--- config.mk ---
export PLATFORM = sky130hd
export DESIGN_NAME = keyed_frac_clkdiv
export DESIGN_NICKNAME = d
export VERILOG_FILES = /design/src/rtl/kfcd_pkg.sv /design/src/rtl/kfcd_regs.sv /design/src/rtl/kfcd_srcsel.sv /design/src/rtl/kfcd_gen.sv /design/src/rtl/keyed_frac_clkdiv.sv
export SDC_FILE = /design/constraint.sdc
export NUM_CORES = 1
export LEC_CHECK = 0
export BUFFER_PORTS_ARGS = -buffer_cell sky130_fd_sc_hd__buf_2
export CELL_PAD_IN_SITES_DETAIL_PLACEMENT = 2
export CELL_PAD_IN_SITES_GLOBAL_PLACEMENT = 2
export CORE_MARGIN = 5
export CORE_UTILIZATION = 35
export DETAILED_ROUTE_END_ITERATION = 6
export HOLD_SLACK_MARGIN = 0.08
export PLACE_DENSITY_LB_ADDON = 0.1
export SYNTH_ARGS = -nofsm -noshare
export SYNTH_HDL_FRONTEND = slang
export SYNTH_SLANG_ARGS = --single-unit
--- constraint.sdc ---
create_clock -name clk -period 4.8 [get_ports clk]
set_input_delay 0.48 -clock clk [delete_from_list [all_inputs] [get_ports clk]]
set_output_delay 0.48 -clock clk [all_outputs]
set_load 0.01 [all_outputs]
--- src/rtl/kfcd_pkg.sv ---
package kfcd_pkg;
    localparam int WORD_W = 32;
    localparam int KEY_W  = 8;
    localparam logic [KEY_W-1:0] WR_KEY = 8'h5A;
    localparam int INT_W  = 12;
    localparam int FRAC_W = 12;
    localparam int SRC_W  = 4;
    localparam int ORD_W  = 2;
    localparam int PER_W  = INT_W + 1;
    localparam logic [SRC_W-1:0] SRC_CODE_OSC = 4'd1;
    localparam logic [SRC_W-1:0] SRC_CODE_PLL = 4'd6;

    typedef enum logic {GEN_IDLE = 1'b0, GEN_RUN = 1'b1} gen_state_e;

    typedef struct packed {
        logic [ORD_W-1:0] order;
        logic             flip;
        logic             kill;
        logic             en;
        logic [SRC_W-1:0] src;
    } ctrl_t;

    typedef struct packed {
        logic [INT_W-1:0]  ipart;
        logic [FRAC_W-1:0] fpart;
    } divs_t;

    function automatic ctrl_t ctrl_from_word(input logic [WORD_W-1:0] w);
        ctrl_t c;
        c.order = w[10:9];
        c.flip  = w[8];
        c.kill  = w[5];
        c.en    = w[4];
        c.src   = w[3:0];
        return c;
    endfunction

    function automatic logic [WORD_W-1:0] ctrl_to_word(input ctrl_t c, input logic busy);
        logic [WORD_W-1:0] w;
        w       = '0;
        w[10:9] = c.order;
        w[8]    = c.flip;
        w[7]    = busy;
        w[5]    = c.kill;
        w[4]    = c.en;
        w[3:0]  = c.src;
        return w;
    endfunction

    function automatic logic [PER_W-1:0] eff_int(input logic [INT_W-1:0] n);
        return (n < INT_W'(2)) ? PER_W'(2) : {1'b0, n};
    endfunction
endpackage

--- src/rtl/kfcd_regs.sv ---
module kfcd_regs
    import kfcd_pkg::*;
(
    input  logic              clk,
    input  logic              rst,
    input  logic              wr_en,
    input  logic              wr_sel,
    input  logic [WORD_W-1:0] wr_data,
    output ctrl_t             ctrl_q,
    output divs_t             div_q
);
    logic key_ok;
    assign key_ok = (wr_data[WORD_W-1 -: KEY_W] == WR_KEY);

    always_ff @(posedge clk) begin
        if (rst) begin
            ctrl_q <= '0;
            div_q  <= '0;
        end else if (wr_en && key_ok) begin
            if (wr_sel) div_q  <= divs_t'(wr_data[INT_W+FRAC_W-1:0]);
            else        ctrl_q <= ctrl_from_word(wr_data);
        end
    end

    AST_KEY_GATE: assert property (@(posedge clk) disable iff (rst)
        (wr_en && !key_ok) |=> ($stable(ctrl_q) && $stable(div_q)));

    AST_SEL_ISOLATE: assert property (@(posedge clk) disable iff (rst)
        (wr_en && !wr_sel) |=> $stable(div_q));
endmodule

--- src/rtl/kfcd_srcsel.sv ---
module kfcd_srcsel
    import kfcd_pkg::*;
(
    input  logic [SRC_W-1:0] sel,
    input  logic             osc_tick,
    input  logic             pll_tick,
    output logic             tick
);
    always_comb begin
        case (sel)
            SRC_CODE_OSC: tick = osc_tick;
            SRC_CODE_PLL: tick = pll_tick;
            default:      tick = 1'b0;
        endcase
    end
endmodule

--- src/rtl/kfcd_gen.sv ---
module kfcd_gen
    import kfcd_pkg::*;
(
    input  logic  clk,
    input  logic  rst,
    input  ctrl_t ctrl,
    input  divs_t divs,
    input  logic  tick,
    output logic  raw,
    output logic  busy
);
    gen_state_e        st;
    logic [PER_W-1:0]  cnt;
    logic [PER_W-1:0]  per;
    logic [FRAC_W-1:0] acc;
    logic [FRAC_W:0]   sum;
    logic [PER_W-1:0]  base;
    logic              frac_on;
    logic              hi;

    assign frac_on = (ctrl.order != '0);
    assign base    = eff_int(divs.ipart);
    assign sum     = {1'b0, acc} + {1'b0, divs.fpart};
    assign hi      = (st == GEN_RUN) && (cnt < (per >> 1));
    assign raw     = hi;
    assign busy    = (st == GEN_RUN);

    always_ff @(posedge clk) begin
        if (rst) begin
            st  <= GEN_IDLE;
            cnt <= '0;
            per <= '0;
            acc <= '0;
        end else if (ctrl.kill) begin
            st  <= GEN_IDLE;
            cnt <= '0;
            acc <= '0;
        end else if (st == GEN_IDLE) begin
            if (ctrl.en) begin
                st  <= GEN_RUN;
                cnt <= '0;
                per <= base;
                acc <= frac_on ? divs.fpart : '0;
            end
        end else if (!ctrl.en && !hi) begin
            st  <= GEN_IDLE;
            cnt <= '0;
        end else if (tick) begin
            if (cnt == per - 1'b1) begin
                cnt <= '0;
                per <= base + (frac_on ? PER_W'(sum[FRAC_W]) : PER_W'(0));
                if (frac_on) acc <= sum[FRAC_W-1:0];
            end else begin
                cnt <= cnt + 1'b1;
            end
        end
    end

    AST_KILL_STOP: assert property (@(posedge clk) disable iff (rst)
        ctrl.kill |=> !busy);

    AST_CLEAN_STOP: assert property (@(posedge clk) disable iff (rst)
        ($fell(busy) && !$past(ctrl.kill)) |-> !$past(hi));

    AST_CNT_BOUND: assert property (@(posedge clk) disable iff (rst)
        busy |-> (cnt < per));

    AST_PER_FLOOR: assert property (@(posedge clk) disable iff (rst)
        busy |-> (per >= PER_W'(2)));

    AST_HOLD_NO_TICK: assert property (@(posedge clk) disable iff (rst)
        (busy && $past(busy) && !$past(tick) && !$past(ctrl.kill)) |-> $stable(cnt));
endmodule

--- src/rtl/keyed_frac_clkdiv.sv ---
module keyed_frac_clkdiv
    import kfcd_pkg::*;
(
    input  logic        clk,
    input  logic        rst,
    input  logic        wr_en,
    input  logic        wr_sel,
    input  logic [31:0] wr_data,
    input  logic        osc_tick,
    input  logic        pll_tick,
    output logic        clk_out,
    output logic [31:0] ctrl_rdata,
    output logic [31:0] div_rdata
);
    ctrl_t ctrl_q;
    divs_t div_q;
    logic  tick;
    logic  raw;
    logic  busy;

    kfcd_regs u_regs (
        .clk     (clk),
        .rst     (rst),
        .wr_en   (wr_en),
        .wr_sel  (wr_sel),
        .wr_data (wr_data),
        .ctrl_q  (ctrl_q),
        .div_q   (div_q)
    );

    kfcd_srcsel u_src (
        .sel      (ctrl_q.src),
        .osc_tick (osc_tick),
        .pll_tick (pll_tick),
        .tick     (tick)
    );

    kfcd_gen u_gen (
        .clk  (clk),
        .rst  (rst),
        .ctrl (ctrl_q),
        .divs (div_q),
        .tick (tick),
        .raw  (raw),
        .busy (busy)
    );

    assign clk_out    = raw ^ ctrl_q.flip;
    assign ctrl_rdata = ctrl_to_word(ctrl_q, busy);
    assign div_rdata  = {{(WORD_W-INT_W-FRAC_W){1'b0}}, div_q};

    AST_IDLE_LEVEL: assert property (@(posedge clk) disable iff (rst)
        !busy |-> (clk_out == ctrl_q.flip));
endmodule

==> summary.txt <==
Final layout
  • Post-layout nets: between 700 and 800
  • Inserted Diodes: 0
  • Seq. cell area: roughly 0.0014 mm2
  • Most frequent cells in the layout: 72 x buf_2, 72 x dfxtp_1, 57 x nor2_1
  • Share of cells above drive strength 1: between 15 and 20%
  • Multi-input logic area: between 0.003 and 0.004 mm2
  • Area growth from synthesis to layout: 14.5%
  • # fillers: about 1600

Critical path
  • Most frequent cell on the critical path: ha_1
  • CP Class: reg2reg
  • Critical path, cell by cell: ha_1 > fa_1 > a211oi_1 > o21ai_0 > a31oi_1 > o21ai_0 > a21o_1 > a21o_1 > a21oi_1 > nor2_1 > ha_1 > ha_1 > a21oi_1 > or4_1 > o31ai_1
  • Cell family with most CP delay: compound AO/OA/AOI/OAI gates
  • CP Launch Type: flop
  • Highest fanout seen on the critical path: 4
  • CP Capture Type: flop
  • CP Buf/Inv Count: 0
  • CP arrival: 4.18 ns
  • Crit path largest cell delay: between 0.4 and 0.5 ns
  • CP Data Required Time: slightly above 5 ns
  • Crit-path slowest cell: fa_1
  • Crit. Startpoint: u_regs.div_q[0]$_SDFFE_PP0P_
  • Worst R2R Start: u_regs.div_q[0]$_SDFFE_PP0P_

Route
  • Antenna violation net count after detailed routing: 0
  • Initial DRC Count: 190
  • Vias: 4508
  • Via density: between 5 and 6
  • Routed wl met3: between 600 and 700 um
  • Drt drc: 0
  • WL/cell: a little under 20 um
  • Uppermost routed layer: met5
  • Pre-antenna DRT Iters: 4
  • Wl on met1: around 7300 um
  • Routed WL: about 16000 um
  • Metal2 WL: roughly 7900 um

Global route
  • Initial antenna violation count: 1
  • Grt ovf: 0
  • First-pass GRT wire length: 26700 um
  • Vias in the first global route: about 5000
  • All-Layer GR Usage: just over 20%
  • Largest net degree at the start of global routing: 51

Status
  • Run status: complete, no violations

Placed design
  • Detail Placement HPWL: ~12000 um
  • Routability cong.: between 0.8 and 0.9
  • Dpl ws: 0.947 ns
  • IO buf count: a little over 70

Floorplanning
  • Chip height: roughly 130 um
  • Horiz. Die Dim: around 130 um
  • Total core area: roughly 0.013 mm2
  • Boundary Pins: 103
  • Row count: 42
  • Starting density of the core: a little over a third
  • Die area: 0.0161 mm2

Timing
  • Final Hold Vio Count: 0
  • Fin worst setup slack: between 0.8 and 0.9 ns
  • Fmax: about 250 MHz
  • Final Max Slew Viols: 0
  • Setup TNS Final: 0 ns
  • Worst slew margin: 30.2%
  • Final period utilization: between 80% and 90%
  • RSZ-0062 raised after global routing: false
  • Period minus WS final: ~4 ns
  • Skew final: about 0.007 ns
  • Worst Tran Pin Value: approximately 1.0 ns
  • Setup violators final: 0

Clocking
  • # clock sinks: between 70 and 80
  • CTS Hold Buffers Added: 0
  • Clock-pin slew on the worst setup and hold paths: approximately 0.06 ns
  • Clock Path Buffers: 2
  • H-tree depth reported by CTS: 3
  • CTS tree: built
  • PostCTS Resize Cnt: 0
  • Clk root buf: clkbuf_16
  • Clock insertion delay at the later pin of the skew report: between 0.3 and 0.4 ns
  • CTS buffer count: 9
  • Post-CTS setup buffers: 0

Yosys
  • Post-synth EDFFs: 0
  • Mapped Avg Cell Area: between 8 and 9 um2
  • Sequential fraction of the synthesis area: just over 30%
  • Yosys cell types: 65
  • Yosys warning count: 0
  • Flops & latches, synth: 72
  • Async SR Flop Fraction: 0%
  • Syn Inst Count: ~570
  • Syn Std Cell Area: between 0.004 and 0.005 mm2
  • Top_reg_cell synth: dfxtp_1

Min path
  • Min-Delay Startpoint: wr_data[18]
  • Worst Hold Class: in2reg

Power
  • Lkg Pwr: between 0.002 and 0.0025 uW
  • Max VDD drop: around 0.17 mV
  • Pwr Density: ~250 mW/mm2

Flow run
  • Total of max-cap violations: 0
## report_power, final
| group | switching [uW] | total, uW | internal [uW] |
|---|---|---|---|
| logic | 31.1 | 45.2 | 14.1 |
| clock network | 264 | 715 | 451 |
| registers | 0.462 | 598 | 598 |
## sequential cells by signal, summed over array words and instances (netlist names)
signal	count
u_gen.acc	12
u_gen.per	13
u_gen.busy	1
u_regs.ctrl_q	9
u_regs.div_q	24
u_gen.cnt	13
## cell type report
| class | instances | share of cell area [%] |
|---|---|---|
| clock inverters | 4 | 1.28 |
| multi-input cells | 452 | 55.1 |
| inverters | 23 | 1.58 |
| well taps | 176 | 4.03 |
| repair buffers | 78 | 7.41 |
| flip-flops and latches | 72 | 26.4 |
| clock buffers | 11 | 4.26 |
## cell families (layout without fill, tap and decap cells)
family                   Yosys count  count (layout)  share of synthesized area (%)
AND/OR/NAND/NOR                  180             180                           19.4
buffers and inverters             79             116                           9.01
multiplexers                      35              35                           7.36
XOR/XNOR                          33              33                           6.05
AO/OA/AOI/OAI                    146             146                           20.4
other                              1              30                         0.0785
adder cells (fa/ha/maj)           28              28                           7.49
flip-flops                        72              72                           30.2
## worst min-delay path: cells and delay by family
kind,cells,cell delay [ns]
and+or+nand+nor,1,0.07
muxes,1,0.05
buffers and inverters,1,0.08
## layer usage
layer / up-vias / track usage, %
met4: 2 / 6.31
met5: - / 0
met3: 24 / 4.37
li1: 2151 / -
met1: 2229 / 25.6
met2: 102 / 36.1
## cell usage after synthesis, types with 2 or more instances
cell,n,area (um2)
dfxtp_1,72,1440
nor2_1,57,214
a21oi_1,40,200
mux2i_1,34,340
buf_4,32,240
o21ai_0,31,155
ha_1,27,338
nand2_1,27,101
a211oi_1,26,195
inv_1,23,86.3
nand3_1,18,90.1
xnor2_1,18,158
clkbuf_1,16,60.1
xor2_1,15,131
nor4_1,14,87.6
nor3_1,12,60.1
o31ai_1,10,75.1
and3_1,8,50.1
nand2b_1,6,37.5
nor3b_1,6,45.0
a31oi_1,5,31.3
or2_2,5,31.3
a21o_1,4,30.0
a22oi_1,4,30.0
buf_2,4,20.0
or3_1,4,25.0
a311oi_1,3,26.3
and2_1,3,18.8
nand4_1,3,18.8
nor4b_1,3,26.3
or4_1,3,22.5
a2111oi_0,2,17.5
a31o_2,2,17.5
buf_1,2,7.51
o21a_1,2,15.0
o21bai_1,2,15.0
o31a_1,2,17.5
or3_4,2,22.5
## worst paths after layout
path | endpoint | slack, ns | cells after the start
min | u_regs.div_q[18]$_SDFFE_PP0P_ | 0.37 | 3
max | u_gen.per[1]$_SDFFE_PP0P_ | 0.86 | 15
max reg2reg | u_gen.per[1]$_SDFFE_PP0P_ | 0.86 | 15
min reg2reg | u_gen.per[12]$_SDFFE_PP0P_ | 0.53 | 2
## through the flow
| step | cells | hold WS, ns | utilization, % | cell area (um2) | power (uW) |
|---|---|---|---|---|---|
| CTS | 816 | 0.363 | 41.1 | 5470 | 1380 |
| finish | 816 | 0.372 | 41.1 | 5470 | 1360 |
| detailed placement | 801 | 0.530 | 38.9 | 5170 | 656 |
| global route | 816 | 0.383 | 41.1 | 5470 | 1410 |
| floorplan | 603 | 0.474 | - | 4880 | 652 |
| global placement | 801 | 0.514 | 38.9 | 5170 | 655 |
Power figures use the tool's default switching activity.
